**src/rtl/sda_splice_pkg.sv**
```systemverilog
package sda_splice_pkg;

    localparam int BYTE_W = 8;

    // Bus phase as seen by the tracker.
    typedef enum logic [2:0] {
        PH_IDLE,
        PH_ADDR,
        PH_AACK,
        PH_WBYTE,
        PH_WACK,
        PH_RBYTE,
        PH_RACK,
        PH_WAITP
    } phase_t;

    typedef struct packed {
        logic              vld;
        logic [BYTE_W-1:0] rid;
        logic [BYTE_W-1:0] val;
    } sub_ent_t;

    // Phases in which the slave owns SDA.
    function automatic logic slave_owns(input phase_t p);
        return (p == PH_AACK) || (p == PH_WACK) || (p == PH_RBYTE);
    endfunction

endpackage

```
**src/rtl/sda_cond_detect.sv**
```systemverilog
module sda_cond_detect #(
    parameter int SYNC_STAGES = 2
) (
    input  logic clk,
    input  logic rst,
    input  logic scl_raw,
    input  logic sda_raw,
    output logic sda_s,
    output logic scl_rise,
    output logic scl_fall,
    output logic start_det,
    output logic stop_det
);
    localparam int TOP = SYNC_STAGES - 1;

    logic [SYNC_STAGES-1:0] scl_q, sda_q;
    logic scl_p, sda_p, scl_s;

    always_ff @(posedge clk) begin
        if (rst) begin
            scl_q <= '1;
            sda_q <= '1;
            scl_p <= 1'b1;
            sda_p <= 1'b1;
        end else begin
            scl_q <= {scl_q[TOP-1:0], scl_raw};
            sda_q <= {sda_q[TOP-1:0], sda_raw};
            scl_p <= scl_q[TOP];
            sda_p <= sda_q[TOP];
        end
    end

    assign scl_s     = scl_q[TOP];
    assign sda_s     = sda_q[TOP];
    assign scl_rise  = scl_s & ~scl_p;
    assign scl_fall  = ~scl_s & scl_p;
    assign start_det = scl_s & scl_p & sda_p & ~sda_s;
    assign stop_det  = scl_s & scl_p & ~sda_p & sda_s;
endmodule

```
**src/rtl/sda_phase_fsm.sv**
```systemverilog
module sda_phase_fsm
    import sda_splice_pkg::*;
(
    input  logic              clk,
    input  logic              rst,
    input  logic              sda_s,
    input  logic              scl_rise,
    input  logic              scl_fall,
    input  logic              start_det,
    input  logic              stop_det,
    output phase_t            phase,
    output logic              held_vld,
    output logic [BYTE_W-1:0] held_reg,
    output logic              rd_begin,
    output logic              rd_shift,
    output logic              rd_done
);
    localparam logic [3:0] LAST_BIT = 4'(BYTE_W);

    logic [3:0]        bit_cnt;
    logic [BYTE_W-1:0] sh, cand;
    logic              rw, in_wr, mack;
    logic [1:0]        wr_bytes;

    assign rd_begin = scl_fall && (phase == PH_AACK) && rw;
    assign rd_shift = scl_fall && (phase == PH_RBYTE) && (bit_cnt != LAST_BIT);
    assign rd_done  = scl_fall && (phase == PH_RBYTE) && (bit_cnt == LAST_BIT);

    always_ff @(posedge clk) begin
        if (rst) begin
            phase    <= PH_IDLE;
            bit_cnt  <= '0;
            sh       <= '0;
            cand     <= '0;
            rw       <= 1'b0;
            in_wr    <= 1'b0;
            mack     <= 1'b1;
            wr_bytes <= '0;
            held_vld <= 1'b0;
            held_reg <= '0;
        end else if (start_det) begin
            phase    <= PH_ADDR;
            bit_cnt  <= '0;
            wr_bytes <= '0;
            in_wr    <= 1'b0;
        end else if (stop_det) begin
            phase <= PH_IDLE;
            in_wr <= 1'b0;
            if (in_wr) begin
                // STOP after one acknowledged byte: the SCL pulse of the
                // STOP itself may already have counted one bit.
                held_vld <= (wr_bytes == 2'd1) && (phase == PH_WBYTE) && (bit_cnt <= 4'd1);
                held_reg <= cand;
            end
        end else begin
            if (scl_rise) begin
                case (phase)
                    PH_ADDR, PH_WBYTE, PH_RBYTE: begin
                        if (bit_cnt != LAST_BIT) begin
                            sh      <= {sh[BYTE_W-2:0], sda_s};
                            bit_cnt <= bit_cnt + 4'd1;
                        end
                    end
                    PH_RACK: mack <= sda_s;
                    default: ;
                endcase
            end
            if (scl_fall) begin
                case (phase)
                    PH_ADDR: begin
                        if (bit_cnt == LAST_BIT) begin
                            phase <= PH_AACK;
                            rw    <= sh[0];
                        end
                    end
                    PH_AACK: begin
                        bit_cnt <= '0;
                        if (rw) begin
                            phase    <= PH_RBYTE;
                            held_vld <= 1'b0;
                        end else begin
                            phase <= PH_WBYTE;
                            in_wr <= 1'b1;
                        end
                    end
                    PH_WBYTE: begin
                        if (bit_cnt == LAST_BIT) begin
                            phase <= PH_WACK;
                            if (wr_bytes == 2'd0) cand <= sh;
                            if (wr_bytes != 2'd3) wr_bytes <= wr_bytes + 2'd1;
                        end
                    end
                    PH_WACK: begin
                        phase   <= PH_WBYTE;
                        bit_cnt <= '0;
                    end
                    PH_RBYTE: begin
                        if (bit_cnt == LAST_BIT) phase <= PH_RACK;
                    end
                    PH_RACK: begin
                        bit_cnt <= '0;
                        phase   <= mack ? PH_WAITP : PH_RBYTE;
                    end
                    default: ;
                endcase
            end
        end
    end
endmodule

```
**src/rtl/sda_sub_table.sv**
```systemverilog
module sda_sub_table
    import sda_splice_pkg::*;
#(
    parameter int N_ENT = 16
) (
    input  logic              clk,
    input  logic              rst,
    input  logic              ld_stb,
    input  logic [BYTE_W-1:0] ld_reg,
    input  logic [BYTE_W-1:0] ld_val,
    input  logic [BYTE_W-1:0] lk_reg,
    output logic              lk_hit,
    output logic [BYTE_W-1:0] lk_val
);
    localparam int IDX_W = (N_ENT > 1) ? $clog2(N_ENT) : 1;

    sub_ent_t          ent [N_ENT];
    logic [N_ENT-1:0]  same_v, free_v, hit_v;
    logic              wr_en;
    logic [IDX_W-1:0]  wr_idx;

    for (genvar g = 0; g < N_ENT; g++) begin : g_cmp
        assign same_v[g] = ent[g].vld && (ent[g].rid == ld_reg);
        assign free_v[g] = !ent[g].vld;
        assign hit_v[g]  = ent[g].vld && (ent[g].rid == lk_reg);
    end

    // Slot choice: matching entry first, else lowest free slot.
    always_comb begin
        wr_en  = 1'b0;
        wr_idx = '0;
        for (int i = N_ENT - 1; i >= 0; i--) begin
            if (free_v[i]) begin
                wr_en  = 1'b1;
                wr_idx = IDX_W'(i);
            end
        end
        for (int i = N_ENT - 1; i >= 0; i--) begin
            if (same_v[i]) begin
                wr_en  = 1'b1;
                wr_idx = IDX_W'(i);
            end
        end
        wr_en = wr_en && ld_stb;
    end

    always_comb begin
        lk_hit = 1'b0;
        lk_val = '0;
        for (int i = 0; i < N_ENT; i++) begin
            if (hit_v[i]) begin
                lk_hit = 1'b1;
                lk_val = ent[i].val;
            end
        end
    end

    always_ff @(posedge clk) begin
        if (rst) begin
            for (int i = 0; i < N_ENT; i++) ent[i] <= '0;
        end else if (wr_en) begin
            ent[wr_idx] <= '{vld: 1'b1, rid: ld_reg, val: ld_val};
        end
    end
endmodule

```
**src/rtl/sda_splice_top.sv**
```systemverilog
module sda_splice_top
    import sda_splice_pkg::*;
#(
    parameter int N_ENT       = 16,
    parameter int SYNC_STAGES = 2
) (
    input  logic              clk,
    input  logic              rst,
    input  logic              scl_in,
    input  logic              sda_m_in,
    output logic              sda_m_oe,
    input  logic              sda_s_in,
    output logic              sda_s_oe,
    input  logic              ld_stb,
    input  logic [BYTE_W-1:0] ld_reg,
    input  logic [BYTE_W-1:0] ld_val
);
    logic              sda_s, scl_rise, scl_fall, start_det, stop_det;
    phase_t            phase;
    logic              held_vld, rd_begin, rd_shift, rd_done;
    logic [BYTE_W-1:0] held_reg, lk_val, sub_sh;
    logic              lk_hit, sub_on, dir_s2m;

    // Only the master-side pin is sampled: it always shows what the master sees.
    sda_cond_detect #(.SYNC_STAGES(SYNC_STAGES)) u_cond (
        .clk(clk), .rst(rst), .scl_raw(scl_in), .sda_raw(sda_m_in),
        .sda_s(sda_s), .scl_rise(scl_rise), .scl_fall(scl_fall),
        .start_det(start_det), .stop_det(stop_det)
    );

    sda_phase_fsm u_fsm (
        .clk(clk), .rst(rst), .sda_s(sda_s), .scl_rise(scl_rise),
        .scl_fall(scl_fall), .start_det(start_det), .stop_det(stop_det),
        .phase(phase), .held_vld(held_vld), .held_reg(held_reg),
        .rd_begin(rd_begin), .rd_shift(rd_shift), .rd_done(rd_done)
    );

    sda_sub_table #(.N_ENT(N_ENT)) u_tab (
        .clk(clk), .rst(rst), .ld_stb(ld_stb), .ld_reg(ld_reg),
        .ld_val(ld_val), .lk_reg(held_reg), .lk_hit(lk_hit), .lk_val(lk_val)
    );

    // Replacement shifter advances on SCL falls, so bits move only while SCL is low.
    always_ff @(posedge clk) begin
        if (rst) begin
            sub_on <= 1'b0;
            sub_sh <= '0;
        end else if (start_det || stop_det || rd_done) begin
            sub_on <= 1'b0;
        end else if (rd_begin) begin
            sub_on <= held_vld && lk_hit;
            sub_sh <= lk_val;
        end else if (rd_shift) begin
            sub_sh <= {sub_sh[BYTE_W-2:0], 1'b0};
        end
    end

    assign dir_s2m  = slave_owns(phase);
    assign sda_s_oe = !dir_s2m && !sda_m_in;
    assign sda_m_oe = dir_s2m && (sub_on ? !sub_sh[BYTE_W-1] : !sda_s_in);
endmodule

```
**config.mk**
```make
export PLATFORM = sky130hd
export DESIGN_NAME = sda_splice_top
export DESIGN_NICKNAME = d
export VERILOG_FILES = /design/src/rtl/sda_splice_pkg.sv /design/src/rtl/sda_cond_detect.sv /design/src/rtl/sda_phase_fsm.sv /design/src/rtl/sda_sub_table.sv /design/src/rtl/sda_splice_top.sv
export SDC_FILE = /design/constraint.sdc
export NUM_CORES = 1
export LEC_CHECK = 0
export ABC_AREA = 1
export BUFFER_PORTS_ARGS = -buffer_cell sky130_fd_sc_hd__buf_2
export CAP_MARGIN = 0
export CORE_MARGIN = 2
export CORE_UTILIZATION = 50
export CTS_BUF_LIST = sky130_fd_sc_hd__clkbuf_2
export DETAILED_ROUTE_END_ITERATION = 6
export GPL_TIMING_DRIVEN = 1
export PLACE_DENSITY = 0.66
export SLEW_MARGIN = 20
export SYNTH_ARGS = -nofsm -noshare
export SYNTH_HDL_FRONTEND = slang
export SYNTH_SLANG_ARGS = --single-unit
```
**constraint.sdc**
```tcl
create_clock -name clk -period 4.1 [get_ports clk]
set_input_delay 0.82 -clock clk [delete_from_list [all_inputs] [get_ports clk]]
set_output_delay 0.82 -clock clk [all_outputs]
set_load 0.05 [all_outputs]
```
==> metrics.txt <==
gr ovfl total 0; Initial DRC Count 1,500; Fmax 283.0 MHz; Post-CTS Setup Bufs 0; post-route cell area 0.01977 mm²; delay-heaviest family, CP simple AND/OR/NAND/NOR gates; Max FO, Critical Path 16; total placed cells including tap cells around 2,500; Wirelength per Cell just over 20 µm; crit share post-route between 80% and 90%; Unique masters post-synth 62; Setup Slack @ Placement roughly 140 ps; Initial Util a little over 50%; Clock transition at path regs ~100 ps; Reg with most FFs u_tab.ent; routed vias/inst around 5.8; root buffer cell clkbuf_2; crit path max-delay cell type dfxtp_1; Max stage delay on crit path 450 ps; TritonCTS Buffers 86; All-Layer GR Usage 28.73%; Area contributors post-synth edfxtp_1, nand2_1, dfxtp_1; # IOs 24; leading area contributor after synthesis edfxtp_1; RSZ-0062 raised after global routing false; max_cap viols 0; Setup crit start kind flip-flop; ANT nets after route 0; drt total wl 53.68 mm; share of the synthesized area in the top cell type 42.94%; status complete, no violations; Main synth FF type edfxtp_1; Relative slew margins 40.25%; layout cell share with drive strength beyond 1 21.30%; CTS hold repair buffers 2; Power Dens Cells 335.5 mW/mm²; global-route wire length before repair just over 80 mm; Slew Viols, Final 0; length of the first detailed-routing pass in iterations 6; Die W 193.2 µm; Resized cells post-CTS 0; Seq/Total Area, Yosys 50.54%; Avg Inst Size Synth 8.952 µm²; H-tree depth 3; synthesis-to-finish area growth 10.41%; Mapped Cells 2,000; DRC errors left 0; CP Class reg -> reg; vias in the first global route 14,850; Worst-Margin Slew 895.2 ps; Setup Skew ~62 ps; Core Area around 0.035 mm²; Final Hold Viols 0; die area about 0.037 mm²; asr flop ratio synth 0%; Syn. warnings 0; Post-DP Area about 0.019 mm²; Sink Count around 320; total number of vias between 15,000 and 20,000; Arrival @ worst endpoint between 4000 and 5000 ps; CTS tree built; initial antenna violation count 1; total chip power 6.632 mW; CP Buf/Inv Count 2; mapped cell area 0.01790 mm²; Final setup viols 0; port bufs 23; max reg flops 272; Max Root-Sink Buffers 3; GP Congestion 0.9608; Syn Nets 2,028; Worst VDD drop 0.0002052 V; worst hold-check path type in -> reg; #FFs+latches synth 324; Skew-Pair Late Insertion Delay 1000 ps; final HPWL from detailed placement about 38 mm; Critical Path RT 4750 ps; Chip Height 193.2 µm; Critical Path Most Common Cell nand2_1; Tmin final 3533 ps; post-route setup slack around 570 ps; Post-synth EDFFs 256; largest net degree at the start of global routing 67; Cell Count, Final, Fillers Out 2,651; leakage power 8.241 nW; Setup TNS Final 0 ps; Nets 2,151; Critical Path End Type flip-flop; cell row count slightly below 70
==> where the power goes <==
group | switching [mW] | total, mW | internal, mW
Clock | 1.34 | 2.34 | 0.995
Sequential | 0.0729 | 3.72 | 3.64
Combinational | 0.400 | 0.579 | 0.179
==> per-layer routing <==
| metal | global-route usage (%) | up-vias | share of wire [%] |
|---|---|---|---|
| met3 | 5.544 | 204 | 8.8 |
| met1 | 37.08 | 7130 | 40 |
| met5 | 0 | - | 0 |
| li1 | - | 7108 | - |
| met2 | 45.85 | 818 | 46 |
| met4 | 15.52 | 0 | 5.0 |
==> layout make-up <==
cell class,instances,area [µm²]
Timing Repair Buffer,130,1061
Antenna cell,2,5.005
Inverter,194,738.2
Sequential cell,324,9049
Clock buffer,136,680.7
Fill cell,3207,15630
Multi-Input combinational cell,1387,7530
Tap cell,461,576.8
Clock inverter,17,126.4
==> worst paths after layout <==
path | startpoint | to | slack [ps] | cells past startpoint
worst max-delay path | u_tab.ent[15][16] | u_tab.ent[2][3] | 570 | 35
worst min-delay path | rst | sub_sh[0] | 160 | 2
worst max register to register | u_tab.ent[15][16] | u_tab.ent[2][3] | 570 | 35
worst min register to register | u_cond.scl_q[0] | u_cond.scl_q[1] | 410 | 1
==> cell usage after synthesis, types with 6 or more instances <==
master / n
nand2_1: 368
nor2_1: 300
edfxtp_1: 256
inv_1: 172
nor2_2: 113
o21ai_0: 94
dfxtp_1: 68
a21oi_1: 65
nand3_1: 54
xor2_1: 50
o22ai_1: 48
clkbuf_1: 36
nor3_1: 32
nand4_1: 30
xnor2_1: 30
nor4_1: 26
or2_2: 25
buf_2: 22
buf_6: 20
a2111oi_0: 15
inv_2: 15
o2111ai_1: 15
o211ai_1: 15
buf_4: 14
a211oi_1: 12
o21ai_1: 12
a221oi_1: 9
nand3_4: 9
a31oi_1: 8
nand4_4: 8
ha_1: 6
==> cell usage in the layout (no fill, tap or decap), drive strengths merged, types with 3 or more instances in the layout <==
master   synthesis  layout
edfxtp         256     256
o211ai          15      15
nand2          375     375
ha               6       6
nor4            27      27
o22ai           48      48
nor3            33      33
o21ai          106     106
dfxtp           68      68
nor2           419     419
nor3b            4       4
and3             3       3
o2111ai         16      16
a221oi          10      10
a31oi            9       9
xor2            50      50
clkbuf          36     136
a2111oi         16      16
a211oi          13      13
xnor2           30      30
nand4           38      38
nand3           63      63
buf             59     128
clkinv           4      18
a21oi           65      65
or2             27      27
inv            190     191
==> metrics by stage <==
| step | utilization [%] | hold slack [ps] |
|---|---|---|
| after CTS | 55.83 | 36.96 |
| after global placement | 53.49 | 396.2 |
| after floorplan | - | 389.5 |
| after global routing | 55.84 | 74.68 |
| after detailed placement | 53.49 | 395.0 |
| final | 55.84 | 155.7 |
==> cell families after synthesis <==
logic type | synth area share [%]
fa+ha+maj | 0.4193
buf+inv | 7.401
flops | 50.54
simple gates | 26.87
compound gates | 10.85
xor+xnor | 3.914
==> worst register-to-register path: cells and delay by family (launching register included) <==
family / cells / cell delay, ps
flops: 1 / 450
simple gates: 33 / 2440
buf+inv: 2 / 320
Power figures use the tool's default switching activity.
